===== src/rtl/pd_pkg.sv =====
package pd_pkg;

    // Default moduli: ones counted modulo 2, zeros counted modulo 3.
    localparam int ONES_MOD_DEF  = 2;
    localparam int ZEROS_MOD_DEF = 3;

    // Width needed to hold a residue 0..mod-1 (at least one bit).
    function automatic int res_width(input int modulus);
        return (modulus > 2) ? $clog2(modulus) : 1;
    endfunction

endpackage


===== src/rtl/mod_residue.sv =====
// Next-residue logic for one modulo counter. The increment is gated by step.
module mod_residue #(
    parameter int MOD = 3,
    parameter int W   = 2
) (
    input  logic [W-1:0] cur,
    input  logic         step,
    output logic [W-1:0] nxt,
    output logic         legal
);

    generate
        if (MOD == (1 << W)) begin : g_pow2
            // Every code is a residue; the natural wrap of the adder does the modulo.
            always_comb begin
                legal = 1'b1;
                nxt   = cur + W'(step);
            end
        end else begin : g_cmp
            // Codes at or above MOD cannot be reached; wrap explicitly.
            always_comb begin
                legal = (cur < W'(MOD));
                if (!step) begin
                    nxt = cur;
                end else if (cur == W'(MOD - 1)) begin
                    nxt = '0;
                end else begin
                    nxt = cur + W'(1);
                end
            end
        end
    endgenerate

endmodule


===== src/rtl/hit_decode.sv =====
// Mealy flag: judged on the residues that include the present bit.
module hit_decode #(
    parameter int OW = 1,
    parameter int ZW = 2
) (
    input  logic          rst,
    input  logic          bit_valid,
    input  logic          state_ok,
    input  logic [OW-1:0] ones_nxt,
    input  logic [ZW-1:0] zeros_nxt,
    output logic          hit
);

    always_comb begin
        hit = !rst && bit_valid && state_ok
              && (ones_nxt != '0) && (zeros_nxt == '0);
    end

endmodule


===== src/rtl/parity_mod_detector.sv =====
module parity_mod_detector
    import pd_pkg::*;
#(
    parameter int ONES_MOD  = ONES_MOD_DEF,
    parameter int ZEROS_MOD = ZEROS_MOD_DEF
) (
    input  logic clk,
    input  logic rst,
    input  logic bit_valid,
    input  logic bit_in,
    output logic hit_out
);

    localparam int OW = res_width(ONES_MOD);
    localparam int ZW = res_width(ZEROS_MOD);

    typedef struct packed {
        logic [OW-1:0] ones;
        logic [ZW-1:0] zeros;
    } tally_t;

    localparam tally_t TALLY_INIT = '0;

    tally_t        tally_d, tally_q;
    logic [OW-1:0] ones_nxt;
    logic [ZW-1:0] zeros_nxt;
    logic          ones_ok, zeros_ok, state_ok;

    mod_residue #(.MOD(ONES_MOD), .W(OW)) u_ones (
        .cur   (tally_q.ones),
        .step  (bit_in),
        .nxt   (ones_nxt),
        .legal (ones_ok)
    );

    mod_residue #(.MOD(ZEROS_MOD), .W(ZW)) u_zeros (
        .cur   (tally_q.zeros),
        .step  (!bit_in),
        .nxt   (zeros_nxt),
        .legal (zeros_ok)
    );

    assign state_ok = ones_ok && zeros_ok;

    hit_decode #(.OW(OW), .ZW(ZW)) u_hit (
        .rst       (rst),
        .bit_valid (bit_valid),
        .state_ok  (state_ok),
        .ones_nxt  (ones_nxt),
        .zeros_nxt (zeros_nxt),
        .hit       (hit_out)
    );

    // Next-state process.
    always_comb begin
        tally_d = tally_q;
        if (!state_ok) begin
            tally_d = TALLY_INIT;
        end else if (bit_valid) begin
            tally_d.ones  = ones_nxt;
            tally_d.zeros = zeros_nxt;
        end
    end

    // State register with synchronous reset.
    always_ff @(posedge clk) begin
        if (rst) begin
            tally_q <= TALLY_INIT;
        end else begin
            tally_q <= tally_d;
        end
    end

endmodule


===== config.mk =====
export PLATFORM = sky130hd
export DESIGN_NAME = parity_mod_detector
export DESIGN_NICKNAME = d
export VERILOG_FILES = /design/src/rtl/pd_pkg.sv /design/src/rtl/mod_residue.sv /design/src/rtl/hit_decode.sv /design/src/rtl/parity_mod_detector.sv
export SDC_FILE = /design/constraint.sdc
export NUM_CORES = 1
export LEC_CHECK = 0
export ABC_AREA = 1
export BUFFER_PORTS_ARGS = -buffer_cell sky130_fd_sc_hd__buf_2
export CORE_AREA = 4 4 41 43
export CTS_CLUSTER_SIZE = 24
export DETAILED_ROUTE_END_ITERATION = 12
export DIE_AREA = 0 0 45 47
export PLACE_DENSITY = 0.3
export SLEW_MARGIN = 20
export SYNTH_ARGS = -nofsm -noshare
export SYNTH_HDL_FRONTEND = slang
export SYNTH_SLANG_ARGS = --single-unit

===== constraint.sdc =====
create_clock -name clk -period 1.34 [get_ports clk]
set_clock_uncertainty 0.1 [all_clocks]
set_input_delay 0.402 -clock clk [delete_from_list [all_inputs] [get_ports clk]]
set_output_delay 0.402 -clock clk [all_outputs]
set_load 0.1 [all_outputs]

* After elaboration in Yosys (flattened, before gate mapping) *
Cells that the tools add are included.

word-level totals
  register bits after elaboration = 3
  bits of input ports = 4
  word-level logic and storage cells = 16

cells by class
  $add $sub $neg = 2
  order comparisons = 1
  eq/ne operators = 1
  mux-type cells = 2
  bitwise logic cells = 1
  reductions and logical operators = 7

operators with widths
  cell                                         number
  logical AND 1 bit                            4
  2-to-1 mux 2 bit                             2
  adder 2 x 1 -> 2 bit, second input constant  1
  equality test 2 bit, second input constant   1
  logical NOT 2 bit                            1
  < comparator 2 bit, second input constant    1
  OR reduction 2 bit                           1
  adder 1 bit                                  1
  logical NOT 1 bit                            1
  inverter 1 bit                               1

* Depth between registers and ports, before layout *
Gate-level depths: netlist (run 1).

  depth in word-level cells = 5
  mapped depth = 6
  gate-level depth less buffers = 6

* By module *
From an unflattened synthesis (run 1), not the netlist that was laid out.

unflattened totals
  cell total of the unflattened synthesis = 47
  area, all modules = 235.2 µm²

by module, submodules not included
  module                 instances  cells an instance  area each (µm²)  seq. area each (µm²)
  parity_mod_detector    1          23                 137.6            60.1
  mod_residue (u_zeros)  1          10                 38.8             0.0
  mod_residue (u_ones)   1          7                  30.0             0.0
  hit_decode             1          7                  28.8             0.0

* Worst setup path before layout (run 1) *
No wires, ideal clock.

  kind = in2out
  start point = input rst
  end point = output hit_out
  arrival time = 1446 ps
  required time = 838 ps
  setup slack = -608 ps
  cell stages on the path = 5
  path buffers = 0
  cells stage by stage = inv_1 nand2_2 inv_2 nand3_1 nor2_2

between the ends
  cells in the longest elaborated chain, start to end = 5

ends and longest elaborated chain
  element                         line                       RTL
  start, declared                 parity_mod_detector.sv:8   input logic rst,
  logical NOT 1 bit               hit_decode.sv:15           hit = !rst && bit_valid && state_ok
  logical AND 1 bit (2 in a row)  hit_decode.sv:15
  logical AND 1 bit (2 in a row)  hit_decode.sv:16           && (ones_nxt != '0) && (zeros_nxt == '0);
  end, declared                   parity_mod_detector.sv:11  output logic hit_out

No other way between the ends.

* Final worst setup path (run 1) *
  start point = register tally_q[1] in the netlist's numbering
  end point = output hit_out

between the ends
  cells in the longest elaborated chain, start to end = 5
  elaborated cells on any way between the ends = 9
  those cells by class = 1 x add/sub; 1 x order compare; 1 x eq/ne; 2 x mux; 4 x reduce/logical

ends and longest elaborated chain
  element                                                      line                                  RTL
  start, declared                                              parity_mod_detector.sv:24             tally_t tally_d, tally_q;
  start signal, assigned                                       parity_mod_detector.sv:70             tally_q <= tally_d;
  adder 2 x 1 -> 2 bit or equality test 2 bit (tied branches)  mod_residue.sv:28, mod_residue.sv:25
  2-to-1 mux 2 bit                                             mod_residue.sv:25                     end else if (cur == W'(MOD - 1)) begin
  2-to-1 mux 2 bit                                             mod_residue.sv:23                     if (!step) begin
  logical NOT 2 bit                                            hit_decode.sv:16
  logical AND 1 bit *                                          hit_decode.sv:16

Every way passes the cells marked *; elsewhere a longest branch is shown, timed or not.

==> results_dict.tcl, run 1 <==
set metrics [dict create \
    drive_gt1_frac 0.472 \
    irDropWorstVdd_mv 0.346 \
    avgSynthCellArea_um2 5.47 \
    drt_iter0_markers 4 \
    cp.required_ns 0.84 \
    dpl_cell_area_um2 312 \
    grt_pass1_vias 230 \
    overflow 0 \
    top_regs "tally_q x3" \
    vias_per_cell 3.74 \
    critical_path.max_fanout 6 \
    post-route-drc-count 0 \
    first_pass_iters 4 \
    syn-num-nets 42 \
    endpoint_kind "output pin" \
    nets 58 \
    worstSetupPathType "flop to output pin" \
    syn_inst 38 \
    synth_area_um2 208 \
    tns_ns -0.300 \
    drv_cap 0 \
    critPathLaunchType "flop" \
    largest_reg_flops 3 \
    dp.cells 63 \
    cts_root_buf "clkbuf_4" \
    reg2regPathDepth 6 \
    r2r_end "tally_q[0]" \
    arrival_ns 1.14 \
    synth_area_leaders "dfxtp_1, nand2_1, nor2_1" \
    grt_max_degree 7 \
    slew_headroom 0.928 \
    ys_ff_latch 3 \
    synth_flop_cell "dfxtp_1" \
    hp-class "flop to flop" \
    wire_per_inst_um 7.26 \
    initial_core_util 0.160 \
    syn_to_final_growth_pct 75.3 \
    dp_hpwl_um 416 \
    worst_pin_slew_ns 0.108 \
    cts_max_level 1 \
    powerDensity_nw_per_um2 960 \
    stdcell_count 68 \
    fp.coreArea_um2 1300 \
    ys_seq_area_frac 0.289 \
    die_h_um 47 \
    ys_top_cells_by_count "nand2_1, nor2_1, inv_1, nand3_1, dfxtp_1" \
    grt_pass1_wl_um 869 \
    track_usage 0.0631 \
    final_util 0.280 \
    wl_um 494 \
    dieWidth_um 45 \
    clk_path_buf_depth 2 \
    path_buf_inv 2 \
    place.gp.congestion 0.699 \
    async_flop_share 0 \
    antenna_left 0 \
    num_io_pins 5 \
    antenna_found_initial 0 \
    critPathLaunch "tally_q[1]" \
    clkSlewWorstSetupHoldPaths_ns 0.04 \
    hold_buffers 0 \
    clk-insertion-delay-late_ns 0.23 \
    cts_buffers 3 \
    cp_slowest_cell "dfxtp_4" \
    slowest_delay_ns 0.35 \
    violations "setup timing" \
    synth_top_area_frac 0.289 \
    fin_ws_ns -0.300 \
    period_minus_slack_ns 1.64 \
    p_leak_uw 0.000191 \
    status "finished with violations" \
    synth_warnings 0 \
    finalCritPeriodShare 1.22 \
    finalPower_uw 350 \
    finalSetupViolCount 1 \
    worst-path-stages 6 \
    synth_edf_count 0 \
    crit_path_end "hit_out" \
    cpLargestDelayFamily "flip-flops" \
    insertedDiodeCount 0 \
    yosysMostFrequentCell "nand2_1" \
    drv_slew 0 \
    crit_chain "nand2_2, nand2_2, inv_2, nand3_2, nor2_4, buf_12" \
    stdcell_area_um2 364 \
    rsz0062_at_grt "true" \
    vias 254 \
    die-area_um2 2120 \
    cp_common_cell "nand2_2" \
    cts_tree "yes" \
    timing.rr.start "tally_q[1]" \
    rows 13 \
    largest-register "tally_q" \
    synth_cell_types 9 \
    r2r_setup_slack_ns 0.36 \
    fmax_mhz 610 \
    cts_num_sinks 3 \
    hold_viol 0 \
    port_buffers 4 \
    synth_top_area_cell "dfxtp_1" \
]
-- routing by layer --
metal  GRT usage  share of wire
met5           0              0
met4      0.0877          0.024
met3      0.0268          0.061
met2      0.0904           0.50
met1      0.0588           0.42
-- layout by cell type, fill, tap and decap left out --
cell	Yosys	final
buf_12	0	1
nand3b_1	1	1
nand3_2	0	1
inv_1	4	4
inv_2	2	2
clkbuf_1	0	1
buf_4	0	7
buf_2	0	3
dfxtp_4	0	2
nor2_4	0	1
nand2_2	1	3
nand2_1	15	13
clkbuf_4	0	3
nor2_2	2	1
nand3_1	4	3
dfxtp_2	0	1
nor2_1	6	6
-- cell type report --
cell class	count	area (µm²)
Clock buffer	4	26.3
Fill cell	168	937
Inverter	6	22.5
Multi-Input combinational cell	29	140
Sequential cell	3	68.8
Tap cell	15	18.8
Timing Repair Buffer	11	87.6
-- how the worst min path moves through the flow --
stage / startpoint / end / depth (start not counted)
6_report: tally_q[2] / tally_q[2] / 2
5_1_grt: tally_q[2] / tally_q[2] / 2
4_1_cts: tally_q[2] / tally_q[2] / 2
3_5_place_dp: tally_q[2] / tally_q[2] / 2
3_3_place_gp: tally_q[2] / tally_q[2] / 2
2_1_floorplan: tally_q[2] / tally_q[2] / 2
-- through the flow --
stage	hold slack [ns]	setup WS, ns
finish	0.381	-0.300
global route	0.419	-0.358
CTS	0.392	-0.329
detailed placement	0.385	-0.306
global placement	0.391	-0.298
floorplan	0.358	-0.327
-- report_power, final --
group / total (µW) / switching, µW / internal, µW
Sequential: 106 / 9.14 / 96.8
Clock: 155 / 43.5 / 111
Combinational: 88.8 / 47.2 / 41.6
-- worst min-delay path, cell delays in order, from the launching register on --
cell,delay (ns)
dfxtp_2,0.32
nand3b_1,0.08
nand2_1,0.05
-- cells by family (layout without fill, tap and decap cells) --
kind of cell,count (synthesis),count (layout),synth area share
buffers and inverters,6,21,0.108
DFF,3,3,0.289
and+or+nand+nor,29,29,0.602
-- timing repair --
item	in CTS	in global routing
hold endpoints to repair	0	0
setup buffers	1	0
pin swaps	3	1
setup endpoints to repair	1	1
resized for setup	6	2
(Power assumes the default switching activity.)
==> run 2: changes to the inputs <==
==> constraint.sdc (replaced) <==
create_clock -name clk -period 1.35 [get_ports clk]
set_clock_uncertainty 0.1 [all_clocks]
set_input_delay 0.405 -clock clk [delete_from_list [all_inputs] [get_ports clk]]
set_output_delay 0.405 -clock clk [all_outputs]
set_load 0.1 [all_outputs]
==> results_dict.tcl, run 2 (same netlist as run 1, synthesis figures left out) <==
set metrics [dict create \
    stdcell_area_um2 384 \
    cts_buffers 3 \
    status "finished with violations" \
    finalCritPeriodShare 1.22 \
    violations "setup timing" \
    cp.required_ns 0.85 \
    grt_pass1_wl_um 959 \
    multi_input_area_um2 150 \
    cts_root_buf "clkbuf_4" \
    hold_buffers 0 \
    dpl_cell_area_um2 312 \
    track_usage 0.0639 \
    die_h_um 47 \
    slew_headroom 0.863 \
    die-area_um2 2120 \
    hold_viol 0 \
    syn_to_final_growth_pct 84.9 \
    port_buffers 4 \
    top_regs "tally_q x3" \
    initial_core_util 0.160 \
    dp.cells 63 \
    stdcell_count 69 \
    dieWidth_um 45 \
    arrival_ns 1.15 \
    antenna_left 0 \
    nFillCells 160 \
    hp-class "flop to flop" \
    worst_pin_slew_ns 0.205 \
    powerDensity_nw_per_um2 929 \
    overflow 0 \
    critPathLaunchType "input pin" \
    irDropWorstVdd_mv 0.306 \
    clk_path_buf_depth 2 \
    post-route-drc-count 0 \
    antenna_found_initial 0 \
    grt_max_degree 7 \
    largest_reg_flops 3 \
    nets 59 \
    period_minus_slack_ns 1.65 \
    endpoint_kind "output pin" \
    insertedDiodeCount 0 \
    drv_slew 0 \
    rows 13 \
    final_common_cell "nand2_1" \
    drv_cap 0 \
    drt_iter0_markers 4 \
    worstSetupPathType "input pin to output pin" \
    clk-insertion-delay-late_ns 0.23 \
    rsz0062_at_grt "true" \
    fp.coreArea_um2 1300 \
    cts_tree "yes" \
    first_pass_iters 3 \
    drive_gt1_frac 0.519 \
    cts_num_sinks 3 \
    clkSlewWorstSetupHoldPaths_ns 0.04 \
    wl_um 558 \
    place.gp.congestion 0.740 \
    fmax_mhz 605 \
    grt_pass1_vias 276 \
    critical_path.max_fanout 5 \
    finalSetupViolCount 1 \
    fin_ws_ns -0.302 \
    wire_per_inst_um 8.09 \
    layout_common_cells "nand2_1, buf_4, nor2_1, nand2_2" \
    vias 265 \
    seq_area_um2 68.8 \
    largest-register "tally_q" \
    cts_max_level 1 \
    vias_per_cell 3.84 \
    num_io_pins 5 \
    p_leak_uw 0.000198 \
]
## run 2: changes by cell type in the layout (fill, tap and decap cells not counted), sizes merged
| cell | change |
|---|---|
| clkbuf | +1 |
## run 2: repair_timing
item                                    CTS  global route
pin swaps                                 3             4
buffers inserted                          2             0
endpoints found under the hold margin     0             0
endpoints found under the setup margin    1             1
resized for setup                         6             6
## run 2: per-layer routing
layer / vias up / global-route usage / share of wire
li1: 144 / - / -
met1: 116 / 0.0611 / 0.38
met2: 3 / 0.107 / 0.56
met3: 2 / 0.0153 / 0.048
met4: 0 / 0.0702 / 0.0072
met5: - / 0 / 0
## run 2: critical path: stages
cell and delay (ns):
clkbuf_4 0.14, nand2_2 0.06, nand2_2 0.06, nor2_4 0.11
nand2_2 0.07, nor2_4 0.12, buf_12 0.18
## run 2: cell type report
class,instances,area share
Clock buffer,4,0.0684
Inverter,6,0.0586
Multi-Input combinational cell,29,0.391
Sequential cell,3,0.179
Tap cell,15,0.0489
Timing Repair Buffer,12,0.254
## run 2: worst paths after layout
kind	to	cells past startpoint	from	slack, ns
hold reg to reg	tally_q[2]	2	tally_q[2]	0.38
hold / removal	tally_q[2]	2	tally_q[2]	0.38
setup / recovery	hit_out	7	bit_in	-0.30
setup reg to reg	tally_q[2]	7	tally_q[1]	0.24
## run 2: stage by stage
step	hold slack [ns]	setup WS [ns]	setup TNS [ns]	util	power, µW
2_1_floorplan	0.358	-0.323	-0.323	-	153
3_5_place_dp	0.376	-0.316	-0.316	0.239	190
6_report	0.379	-0.302	-0.302	0.295	357
4_1_cts	0.385	-0.322	-0.322	0.283	362
5_1_grt	0.395	-0.371	-0.371	0.295	380
3_3_place_gp	0.380	-0.313	-0.313	0.239	189
## run 2: power by group
part	total (µW)	switching, µW	internal [µW]
clock	154	43.7	111
combinational	97.4	51.3	46.0
sequential	105	9.17	96.1
==> run 3: changes to the inputs <==
--- a/config.mk
+++ b/config.mk
@@ -5,7 +5,6 @@
 export SDC_FILE = /design/constraint.sdc
 export NUM_CORES = 1
 export LEC_CHECK = 0
-export ABC_AREA = 1
 export BUFFER_PORTS_ARGS = -buffer_cell sky130_fd_sc_hd__buf_2
 export CORE_AREA = 4 4 41 43
 export CTS_CLUSTER_SIZE = 24
==> results_dict.tcl, run 3 <==
set metrics [dict create \
    largest_reg_flops 3 \
    p_leak_uw 0.000129 \
    drt_iter0_markers 5 \
    antenna_found_initial 0 \
    syn-num-nets 20 \
    insertedDiodeCount 0 \
    yosysMostFrequentCell "dfxtp_1" \
    initial_core_util 0.117 \
    syn_to_final_growth_pct 101 \
    synth_top_area_frac 0.393 \
    die-area_um2 2120 \
    cts_buffers 3 \
    synth_area_leaders "dfxtp_1, a21oi_1, a2111oi_0" \
    final_util 0.236 \
    finalCritPeriodShare 1.31 \
    cp.required_ns 0.85 \
    synth_area_um2 153 \
    hold_buffers 0 \
    grt_pass1_wl_um 648 \
    final_common_cell "buf_4" \
    synth_top_area_cell "dfxtp_1" \
    timing.hold.ws_ns 0.381 \
    port_buffers 4 \
    cts_setup_buffers 0 \
    nets 36 \
    slew_headroom 0.779 \
    seq_area_um2 62.6 \
    place.gp.congestion 0.709 \
    synth_warnings 0 \
    top_regs "tally_q x3" \
    finalPower_uw 333 \
    grt_pass1_vias 176 \
    rsz0062_at_grt "true" \
    synth_flop_cell "dfxtp_1" \
    die_h_um 47 \
    dieWidth_um 45 \
    status "finished with violations" \
    ys_ff_latch 3 \
    cts_num_sinks 3 \
    track_usage 0.0481 \
    worstSetupPathType "flop to output pin" \
    fp.coreArea_um2 1300 \
    clk_path_buf_depth 2 \
    hp-class "input pin to flop" \
    avgSynthCellArea_um2 9.54 \
    drv_slew 0 \
    dp_hpwl_um 323 \
    clkSlewWorstSetupHoldPaths_ns 0.04 \
    layout_common_cells "buf_4, clkbuf_4, buf_2, a21oi_2, dfxtp_2" \
    wl_um 422 \
    hold_viol 0 \
    fmax_mhz 563 \
    ys_seq_area_frac 0.393 \
    clk-insertion-delay-late_ns 0.24 \
    vias 184 \
    post-route-drc-count 0 \
    ys_top_cells_by_count "dfxtp_1, a21oi_1" \
    critPathLaunchType "flop" \
    finalSetupViolCount 1 \
    largest-register "tally_q" \
    powerDensity_nw_per_um2 1090 \
    async_flop_share 0 \
    nFillCells 156 \
    endpoint_kind "output pin" \
    cts_tree "yes" \
    violations "setup timing" \
    cts_max_level 1 \
    drive_gt1_frac 0.645 \
    worst_pin_slew_ns 0.324 \
    cts_root_buf "clkbuf_4" \
    antenna_left 0 \
    grt_max_degree 5 \
    irDropWorstVdd_mv 0.461 \
    multi_input_area_um2 111 \
    wire_per_inst_um 9.17 \
    num_io_pins 5 \
    overflow 0 \
    syn_inst 16 \
    synth_edf_count 0 \
    fin_ws_ns -0.425 \
    drv_cap 0 \
    critical_path.max_fanout 3 \
    first_pass_iters 4 \
    vias_per_cell 4.00 \
    synth_cell_types 13 \
    rows 13 \
    period_minus_slack_ns 1.77 \
    arrival_ns 1.27 \
]
==> run 3: cell types whose count changed after synthesis, sizes merged, moves of 3 or more <==
| cell | previous run | this run |
|---|---|---|
| nor2 | 8 | 1 |
| nand3 | 4 | 0 |
| a21oi | 0 | 3 |
| nand2 | 16 | 0 |
| inv | 6 | 0 |
==> run 3: per-stage QoR <==
stage               area (µm²)  worst slack [ns]  setup TNS, ns  cells
floorplan                  168            -0.856         -0.856     16
global placement           274            -0.406         -0.488     42
global route               307            -0.481         -0.481     46
finish                     307            -0.425         -0.425     46
detailed placement         274            -0.419         -0.484     42
CTS                        307            -0.438         -0.438     46
==> run 3: area by class of cell <==
class                      instances  share of cell area
sequential                         3               0.204
multi-input combinational         13               0.363
clock buffer                       4              0.0857
timing repair buffer              11               0.286
tap                               15              0.0612
==> run 3: what timing repair did <==
action                                  in CTS  in global routing
endpoints found under the setup margin       1                  1
gates resized for setup                      3                  0
hold endpoints to repair                     0                  0
==> run 3: logic make-up after synthesis <==
| group | after synthesis | share of synthesized area |
|---|---|---|
| simple gates | 8 | 0.369 |
| flops | 3 | 0.393 |
| compound gates | 4 | 0.180 |
| xor+xnor | 1 | 0.0574 |
==> run 3: power by group <==
part / leakage (µW) / internal, µW / switching (µW) / total [µW]
Clock: 0.0000150 / 111 / 54.5 / 166
Combinational: 0.0000887 / 35.3 / 32.1 / 67.4
Sequential: 0.0000254 / 95.5 / 4.48 / 100
Total: 0.000129 / 242 / 91.1 / 333
==> run 3: critical path: stages (launching register included) <==
cell and delay (ns):
dfxtp_2 0.32, and3b_1 0.18, a21oi_2 0.05, nor4b_4 0.26, buf_12 0.21
==> run 3: final timing paths <==
path / startpoint / end / slack (ns) / cells after the start
worst max-delay path: tally_q[2] / hit_out / -0.42 / 4
worst min-delay path: rst / tally_q[1] / 0.38 / 3
worst max register to register: tally_q[0] / tally_q[1] / 0.20 / 3
worst min register to register: tally_q[1] / tally_q[0] / 0.42 / 2
==> run 3: routing by layer <==
layer	wire length, µm	share of wire	GRT usage
met4	0	0	0.0526
met1	207	0.49	0.0497
met3	49	0.12	0.0383
met2	165	0.39	0.0565
met5	0	0	0
